[config.mk]
export PLATFORM = sky130hd
export DESIGN_NAME = hptw_walker
export DESIGN_NICKNAME = d
export VERILOG_FILES = /design/src/rtl/hptw_pkg.sv /design/src/rtl/hptw_datapath.sv /design/src/rtl/hptw_control.sv /design/src/rtl/hptw_walker.sv
export SDC_FILE = /design/constraint.sdc
export NUM_CORES = 1
export LEC_CHECK = 0
export BUFFER_PORTS_ARGS = -buffer_cell sky130_fd_sc_hd__buf_2
export CAP_MARGIN = 20
export CORE_AREA = 3 3 282 284
export CTS_CLUSTER_DIAMETER = 80
export DETAILED_ROUTE_END_ITERATION = 8
export DIE_AREA = 0 0 285 287
export PLACE_DENSITY = 0.38
export SLEW_MARGIN = 30
export SYNTH_ARGS = -nofsm -noshare
export SYNTH_HDL_FRONTEND = slang
export SYNTH_HIERARCHICAL = 1
export SYNTH_SLANG_ARGS = --single-unit
[constraint.sdc]
create_clock -name clk -period 5 [get_ports clk]
set_input_delay 0.75 -clock clk [delete_from_list [all_inputs] [get_ports clk]]
set_output_delay 0.75 -clock clk [all_outputs]
set_load 0.01 [all_outputs]
[src/rtl/hptw_pkg.sv]
package hptw_pkg;

  typedef enum logic [2:0] {
    ST_OK      = 3'd0,
    ST_NOMATCH = 3'd1,
    ST_PROT    = 3'd2,
    ST_NOEXEC  = 3'd3,
    ST_DIRECT  = 3'd4
  } walk_status_t;

  typedef enum logic [2:0] {
    ACC_DATA   = 3'd0,
    ACC_CODE   = 3'd1,
    ACC_FLOAT  = 3'd2,
    ACC_RESV   = 3'd3,
    ACC_EXTCTL = 3'd4
  } access_t;

  typedef enum logic [3:0] {
    S_IDLE, S_SEG, S_RD0, S_WAIT0, S_MATCH, S_RD1, S_WAIT1,
    S_GRANT, S_NEXT, S_WB, S_DONE
  } walk_state_t;

  // control -> datapath
  typedef struct packed {
    logic         capture;
    logic         loadW0;
    logic         loadW1;
    logic         advance;
    logic         toSecondary;
    logic         noteMatch;
    logic         selWord1;
    logic         latchResult;
    walk_status_t resultCode;
  } walk_strobe_t;

  // datapath -> control
  typedef struct packed {
    logic segDirect;
    logic segNoExec;
    logic isCode;
    logic entryMatch;
    logic entryGrant;
    logic lastEntry;
    logic secondPass;
    logic sawMatch;
    logic needWriteback;
  } walk_flags_t;

endpackage

[src/rtl/hptw_datapath.sv]
module hptw_datapath
  import hptw_pkg::*;
#(
  parameter int GROUP_ENTRIES = 8,
  parameter int NUM_SEGS      = 16
) (
  input  logic                     clk,
  input  logic                     rstN,
  input  walk_strobe_t             strobe,
  input  logic [31:0]              effAddr,
  input  logic                     isWrite,
  input  access_t                  accType,
  input  logic                     privUser,
  input  logic [NUM_SEGS*32-1:0]   segRegs,
  input  logic [31:0]              tableBase,
  input  logic [31:0]              memRData,
  output walk_flags_t              flags,
  output logic [31:0]              memAddr,
  output logic [31:0]              memWData,
  output walk_status_t             status,
  output logic [31:0]              physAddr,
  output logic                     permRead,
  output logic                     permWrite
);
  localparam int IDX_W = $clog2(GROUP_ENTRIES);
  localparam int SEL_W = $clog2(NUM_SEGS);
  localparam logic [IDX_W-1:0] LAST_IDX = IDX_W'(GROUP_ENTRIES - 1);

  logic [31:0] eaQ, segQ, sdrQ, w0Q, w1Q;
  logic        wrQ, codeQ, prQ, passQ, sawMatchQ;
  logic [IDX_W-1:0] idxQ;

  always_ff @(posedge clk) begin
    if (!rstN) begin
      eaQ <= '0; segQ <= '0; sdrQ <= '0; w0Q <= '0; w1Q <= '0;
      wrQ <= 1'b0; codeQ <= 1'b0; prQ <= 1'b0; passQ <= 1'b0;
      sawMatchQ <= 1'b0; idxQ <= '0;
    end else begin
      if (strobe.capture) begin
        eaQ       <= effAddr;
        segQ      <= segRegs[effAddr[31 -: SEL_W]*32 +: 32];
        sdrQ      <= tableBase;
        wrQ       <= isWrite;
        codeQ     <= (accType == ACC_CODE);
        prQ       <= privUser;
        passQ     <= 1'b0;
        idxQ      <= '0;
        sawMatchQ <= 1'b0;
      end
      if (strobe.loadW0)    w0Q <= memRData;
      if (strobe.loadW1)    w1Q <= memRData;
      if (strobe.advance)   idxQ <= idxQ + 1'b1;
      if (strobe.toSecondary) begin
        passQ <= 1'b1;
        idxQ  <= '0;
      end
      if (strobe.noteMatch) sawMatchQ <= 1'b1;
    end
  end

  // hashing and group address
  logic [23:0] vsid;
  logic [15:0] pageIdx;
  logic [31:0] hashPri, hashSec, hashMask, hashSel, groupAddr, entryAddr, ptem, w1Next;
  logic        keyBit, allowRd, allowWr, grant;
  logic [1:0]  pp;

  always_comb begin
    vsid      = segQ[23:0];
    pageIdx   = eaQ[27:12];
    hashPri   = (({8'h0, vsid} ^ {16'h0, pageIdx}) & 32'h0007_FFFF) << 6;
    hashSec   = ~hashPri & 32'h01FF_FFC0;
    hashMask  = {7'h0, sdrQ[8:0], 16'hFFC0};
    hashSel   = passQ ? hashSec : hashPri;
    groupAddr = {sdrQ[31:16], 16'h0} | (hashSel & hashMask);
    entryAddr = groupAddr + (32'(idxQ) << 3);
    ptem      = {1'b0, vsid, 1'b0, pageIdx[15:10]};
  end

  // rights
  always_comb begin
    keyBit = prQ ? segQ[29] : segQ[30];
    pp     = w1Q[1:0];
    if (!keyBit) begin
      allowRd = 1'b1;
      allowWr = (pp != 2'd3);
    end else begin
      allowRd = (pp != 2'd0);
      allowWr = (pp == 2'd2);
    end
    grant  = wrQ ? allowWr : allowRd;
    w1Next = w1Q | 32'h0000_0100 | (wrQ ? 32'h0000_0080 : 32'h0);
  end

  always_comb begin
    flags.segDirect     = segQ[31];
    flags.segNoExec     = segQ[28];
    flags.isCode        = codeQ;
    flags.entryMatch    = w0Q[31] && (w0Q[6] == passQ) &&
                          ((w0Q & 32'h7FFF_FFBF) == ptem);
    flags.entryGrant    = grant;
    flags.lastEntry     = (idxQ == LAST_IDX);
    flags.secondPass    = passQ;
    flags.sawMatch      = sawMatchQ;
    flags.needWriteback = (w1Next != w1Q);
  end

  assign memAddr  = strobe.selWord1 ? entryAddr + 32'd4 : entryAddr;
  assign memWData = w1Next;

  // result registers
  always_ff @(posedge clk) begin
    if (!rstN) begin
      status    <= ST_OK;
      physAddr  <= '0;
      permRead  <= 1'b0;
      permWrite <= 1'b0;
    end else if (strobe.latchResult) begin
      status <= strobe.resultCode;
      if (strobe.resultCode == ST_OK) begin
        physAddr  <= {w1Q[31:12], eaQ[11:0]};
        permRead  <= allowRd;
        permWrite <= allowWr;
      end else begin
        physAddr  <= '0;
        permRead  <= 1'b0;
        permWrite <= 1'b0;
      end
    end
  end

endmodule

[src/rtl/hptw_control.sv]
module hptw_control
  import hptw_pkg::*;
(
  input  logic         clk,
  input  logic         rstN,
  input  logic         start,
  input  walk_flags_t  flags,
  input  logic         memReqReady,
  input  logic         memRspValid,
  output walk_strobe_t strobe,
  output logic         memReqValid,
  output logic         memReqWrite,
  output logic         busy,
  output logic         done
);
  walk_state_t state, nextState;

  always_ff @(posedge clk) begin
    if (!rstN) state <= S_IDLE;
    else       state <= nextState;
  end

  always_comb begin
    nextState   = state;
    strobe      = '0;
    strobe.resultCode = ST_OK;
    memReqValid = 1'b0;
    memReqWrite = 1'b0;
    unique case (state)
      S_IDLE: if (start) begin
        strobe.capture = 1'b1;
        nextState      = S_SEG;
      end
      S_SEG: begin
        if (flags.segDirect) begin
          strobe.latchResult = 1'b1;
          strobe.resultCode  = flags.isCode ? ST_NOEXEC : ST_DIRECT;
          nextState          = S_DONE;
        end else if (flags.isCode && flags.segNoExec) begin
          strobe.latchResult = 1'b1;
          strobe.resultCode  = ST_NOEXEC;
          nextState          = S_DONE;
        end else begin
          nextState = S_RD0;
        end
      end
      S_RD0: begin
        memReqValid = 1'b1;
        if (memReqReady) nextState = S_WAIT0;
      end
      S_WAIT0: if (memRspValid) begin
        strobe.loadW0 = 1'b1;
        nextState     = S_MATCH;
      end
      S_MATCH: nextState = flags.entryMatch ? S_RD1 : S_NEXT;
      S_RD1: begin
        memReqValid     = 1'b1;
        strobe.selWord1 = 1'b1;
        if (memReqReady) nextState = S_WAIT1;
      end
      S_WAIT1: if (memRspValid) begin
        strobe.loadW1 = 1'b1;
        nextState     = S_GRANT;
      end
      S_GRANT: begin
        strobe.noteMatch = 1'b1;
        strobe.selWord1  = 1'b1;
        if (flags.entryGrant) begin
          if (flags.needWriteback) begin
            nextState = S_WB;
          end else begin
            strobe.latchResult = 1'b1;
            nextState          = S_DONE;
          end
        end else begin
          nextState = S_NEXT;
        end
      end
      S_NEXT: begin
        if (!flags.lastEntry) begin
          strobe.advance = 1'b1;
          nextState      = S_RD0;
        end else if (!flags.secondPass) begin
          strobe.toSecondary = 1'b1;
          nextState          = S_RD0;
        end else begin
          strobe.latchResult = 1'b1;
          strobe.resultCode  = flags.sawMatch ? ST_PROT : ST_NOMATCH;
          nextState          = S_DONE;
        end
      end
      S_WB: begin
        memReqValid     = 1'b1;
        memReqWrite     = 1'b1;
        strobe.selWord1 = 1'b1;
        if (memReqReady) begin
          strobe.latchResult = 1'b1;
          nextState          = S_DONE;
        end
      end
      S_DONE: nextState = S_IDLE;
      default: nextState = S_IDLE;
    endcase
  end

  assign busy = (state != S_IDLE);
  assign done = (state == S_DONE);

endmodule

[src/rtl/hptw_walker.sv]
module hptw_walker
  import hptw_pkg::*;
#(
  parameter int GROUP_ENTRIES = 8,
  parameter int NUM_SEGS      = 16
) (
  input  logic                   clk,
  input  logic                   rstN,
  input  logic                   start,
  input  logic [31:0]            effAddr,
  input  logic                   isWrite,
  input  logic [2:0]             accType,
  input  logic                   privUser,
  input  logic [NUM_SEGS*32-1:0] segRegs,
  input  logic [31:0]            tableBase,
  output logic                   busy,
  output logic                   done,
  output logic [2:0]             status,
  output logic [31:0]            physAddr,
  output logic                   permRead,
  output logic                   permWrite,
  output logic                   memReqValid,
  input  logic                   memReqReady,
  output logic                   memReqWrite,
  output logic [31:0]            memAddr,
  output logic [31:0]            memWData,
  input  logic                   memRspValid,
  input  logic [31:0]            memRData
);
  walk_strobe_t strobe;
  walk_flags_t  flags;
  walk_status_t statusInt;

  hptw_control u_ctrl (
    .clk(clk), .rstN(rstN), .start(start), .flags(flags),
    .memReqReady(memReqReady), .memRspValid(memRspValid),
    .strobe(strobe), .memReqValid(memReqValid), .memReqWrite(memReqWrite),
    .busy(busy), .done(done)
  );

  hptw_datapath #(.GROUP_ENTRIES(GROUP_ENTRIES), .NUM_SEGS(NUM_SEGS)) u_dp (
    .clk(clk), .rstN(rstN), .strobe(strobe),
    .effAddr(effAddr), .isWrite(isWrite), .accType(access_t'(accType)),
    .privUser(privUser), .segRegs(segRegs), .tableBase(tableBase),
    .memRData(memRData), .flags(flags), .memAddr(memAddr), .memWData(memWData),
    .status(statusInt), .physAddr(physAddr), .permRead(permRead), .permWrite(permWrite)
  );

  assign status = statusInt;

endmodule

==> flow_summary.toml <==
[yosys]
netlist_area_um2 = 12500
synth-edff-count = 0
yosys_warnings = 6
synth_top_cell_by_area = "dfxtp_1"
ys.flop_type = "dfxtp_1"
synth.area.top_cells = "dfxtp_1 (31%), mux2i_1 (28%), nor2b_1 (9.7%)"
synthesis.instances = 1360
avgSynthCellArea_um2 = 9.18
synth_cell_types = 56
synth_seq_cells = 194
yosys.area.top_type_share_pct = 31.1
async_flop_share_pct = 0
seq_area_frac_synth_pct = 31.1

[run_status]
status = "complete, no violations"

[grt]
grt_max_degree = 99
gr-total-overflow = 0
grt.total_usage_pct = 16.0
antenna_found_initial = 56
grt_pass1_vias = 12400
grt_pass1_wl_mm = 91.9

[place]
gp_congestion = 0.890
place_ws_ps = 1890
port-buffer-count = 648
dp_hpwl_mm = 56.7

[drt]
wl_per_cell_um = 22.8
vias = 12100
drtAntennaViolNets = 0
drc_errors = 0
dr.first_iter.drc_count = 516
vias_per_cell = 4.08
drt_first_pass_iters = 5
drt-total-wl_mm = 68.0

[worst_setup_path]
cp-start-kind = "flop"
critPathArrivalTime_ps = 3480
ff2ff_path_depth = 6
path_max_fanout = 28
required_ps = 5420
end_kind = "flop"
rrSetupSlack_ps = 1930
critPathKind = "reg2reg"

[sta]
clock.fmax_mhz = 326
worst_slew_pin_slew_ps = 962
setup_tns_ps = 0
final-max-slew-violation-count = 0
rsz0062_at_grt = "no"
fin_ws_ps = 1930
fin_crit_sh_pct = 61.3
skew_ps = 12.6
period_minus_slack_ps = 3070
slew_headroom_pct = 35.7
hold_viol = 0
setup_viol = 0

[finish]
final_common_cell = "buf_2"
multi_input_area_um2 = 7610
final_cell_mix = "buf_2 (646), mux2i_1 (346), dfxtp_1 (193)"
syn_to_final_growth_pct = 35.8
register_area_um2 = 3880
drive_gt1_share_pct = 37.6
fillers = 8752
final_nets = 2516

[floorplanning]
core_um2 = 77300
core.rowCount = 102
die_y_um = 287
die_w_um = 285
ios = 723
die_area_um2 = 81800
initial_utilization_pct = 16.1

[clock_tree]
clk_pin_slew_ps = 80
cts.sinks = 194
htreeDepth = 4
clock_latency_ps = 480
cts_buffer_depth = 2
cts_root_buffer = "clkbuf_16"
cts_resized = 0
cts_buffers = 17
post_cts_buffers = 0
cts_tree = "yes"
holdBufCountCts = 0

[pwr]
swShare_pct = 37.2
power.internal_w = 0.00322
powerDensity_nw_per_um2 = 303
p_switching_w = 0.00191
combPwrFrac_pct = 32.2
pwr-share-seq_pct = 38.4
p_clk_share_pct = 29.3
leakage_nw = 7.79
ir_worst_vdd_mv = 0.255

[run]
max_cap_viol_count = 0

[hold_path]
hold_class = "reg2reg"
hold_depth = 2
[stage by stage]
stage,power (W),utilization [%],cell area (um2),std cells,hold WS [ps]
after floorplan,0.00296,-,12500,1361,418
after global placement,0.00369,21.0,16300,2917,447
after detailed placement,0.00371,21.0,16300,2917,445
after CTS,0.00529,21.8,16900,2949,455
after global routing,0.00548,21.9,16900,2966,482
final,0.00513,21.9,17000,2974,460
[state kept, by name, summed over array words and instances, names as in the netlist, 3 cells and up]
register / cells
u_dp/physAddr: 32
u_dp/w0Q: 32
u_dp/w1Q: 32
u_dp/eaQ: 28
u_dp/segQ: 28
u_dp/sdrQ: 25
u_ctrl/state: 4
u_dp/idxQ: 3
u_dp/status: 3
[cell usage after synthesis (all sizes together) (5+ instances only)]
master	n
nor2b	194
dfxtp	194
inv	14
a21oi	70
a22oi	84
xor2	28
buf	116
nand2	68
o21ai	6
xnor2	39
a21o	9
nand3	86
mux2i	346
o21a	5
clkbuf	33
nor2	14
nor4	8
[power by group through the flow]
stage	clock network, W	logic [W]	registers, W
global route	0.00164	0.00182	0.00202
CTS	0.00161	0.00169	0.00199
finish	0.00151	0.00165	0.00197
detailed placement	0	0.00168	0.00203
floorplan	0	0.00111	0.00186
global placement	0	0.00167	0.00202
[final cells by class]
class,instances,area share (%)
repair buffers,665,20.1
flip-flops and latches,194,22.9
multi-input cells,1004,44.9
well taps,1040,7.68
diodes,25,0.369
inverters,14,0.310
clock buffers,18,2.59
clock inverters,14,1.11
[worst paths after layout]
path	start	endpoint
max	u_ctrl/state[1]	u_dp/segQ[30]
max reg2reg	u_ctrl/state[1]	u_dp/segQ[30]
min	u_dp/segQ[30]	u_dp/segQ[30]
min reg2reg	u_dp/segQ[30]	u_dp/segQ[30]
[worst max-delay path: stages, from the launching register on]
cell,delay [ps]
dfxtp_1,490
nor2_1,410
and3_4,600
nand3_2,730
a21oi_1,350
nand3_1,240
nand3_1,150
[layer usage]
layer	up-vias	wire [um]	track usage, %
met2	482	33300	26.2
met1	5705	28400	19.7
met4	8	1770	7.55
li1	5859	-	-
met3	84	4430	3.88
met5	-	49	0
[cells by family after synthesis]
kind of cell / share of synthesized area (%)
simple gates: 17.8
compound gates: 9.84
flops: 31.1
other cells: 0.0602
fa+ha+maj: 0.200
mux: 27.9
buf+inv: 8.32
xor+xnor: 4.70
No activity file was read; power rests on OpenSTA's default activity.
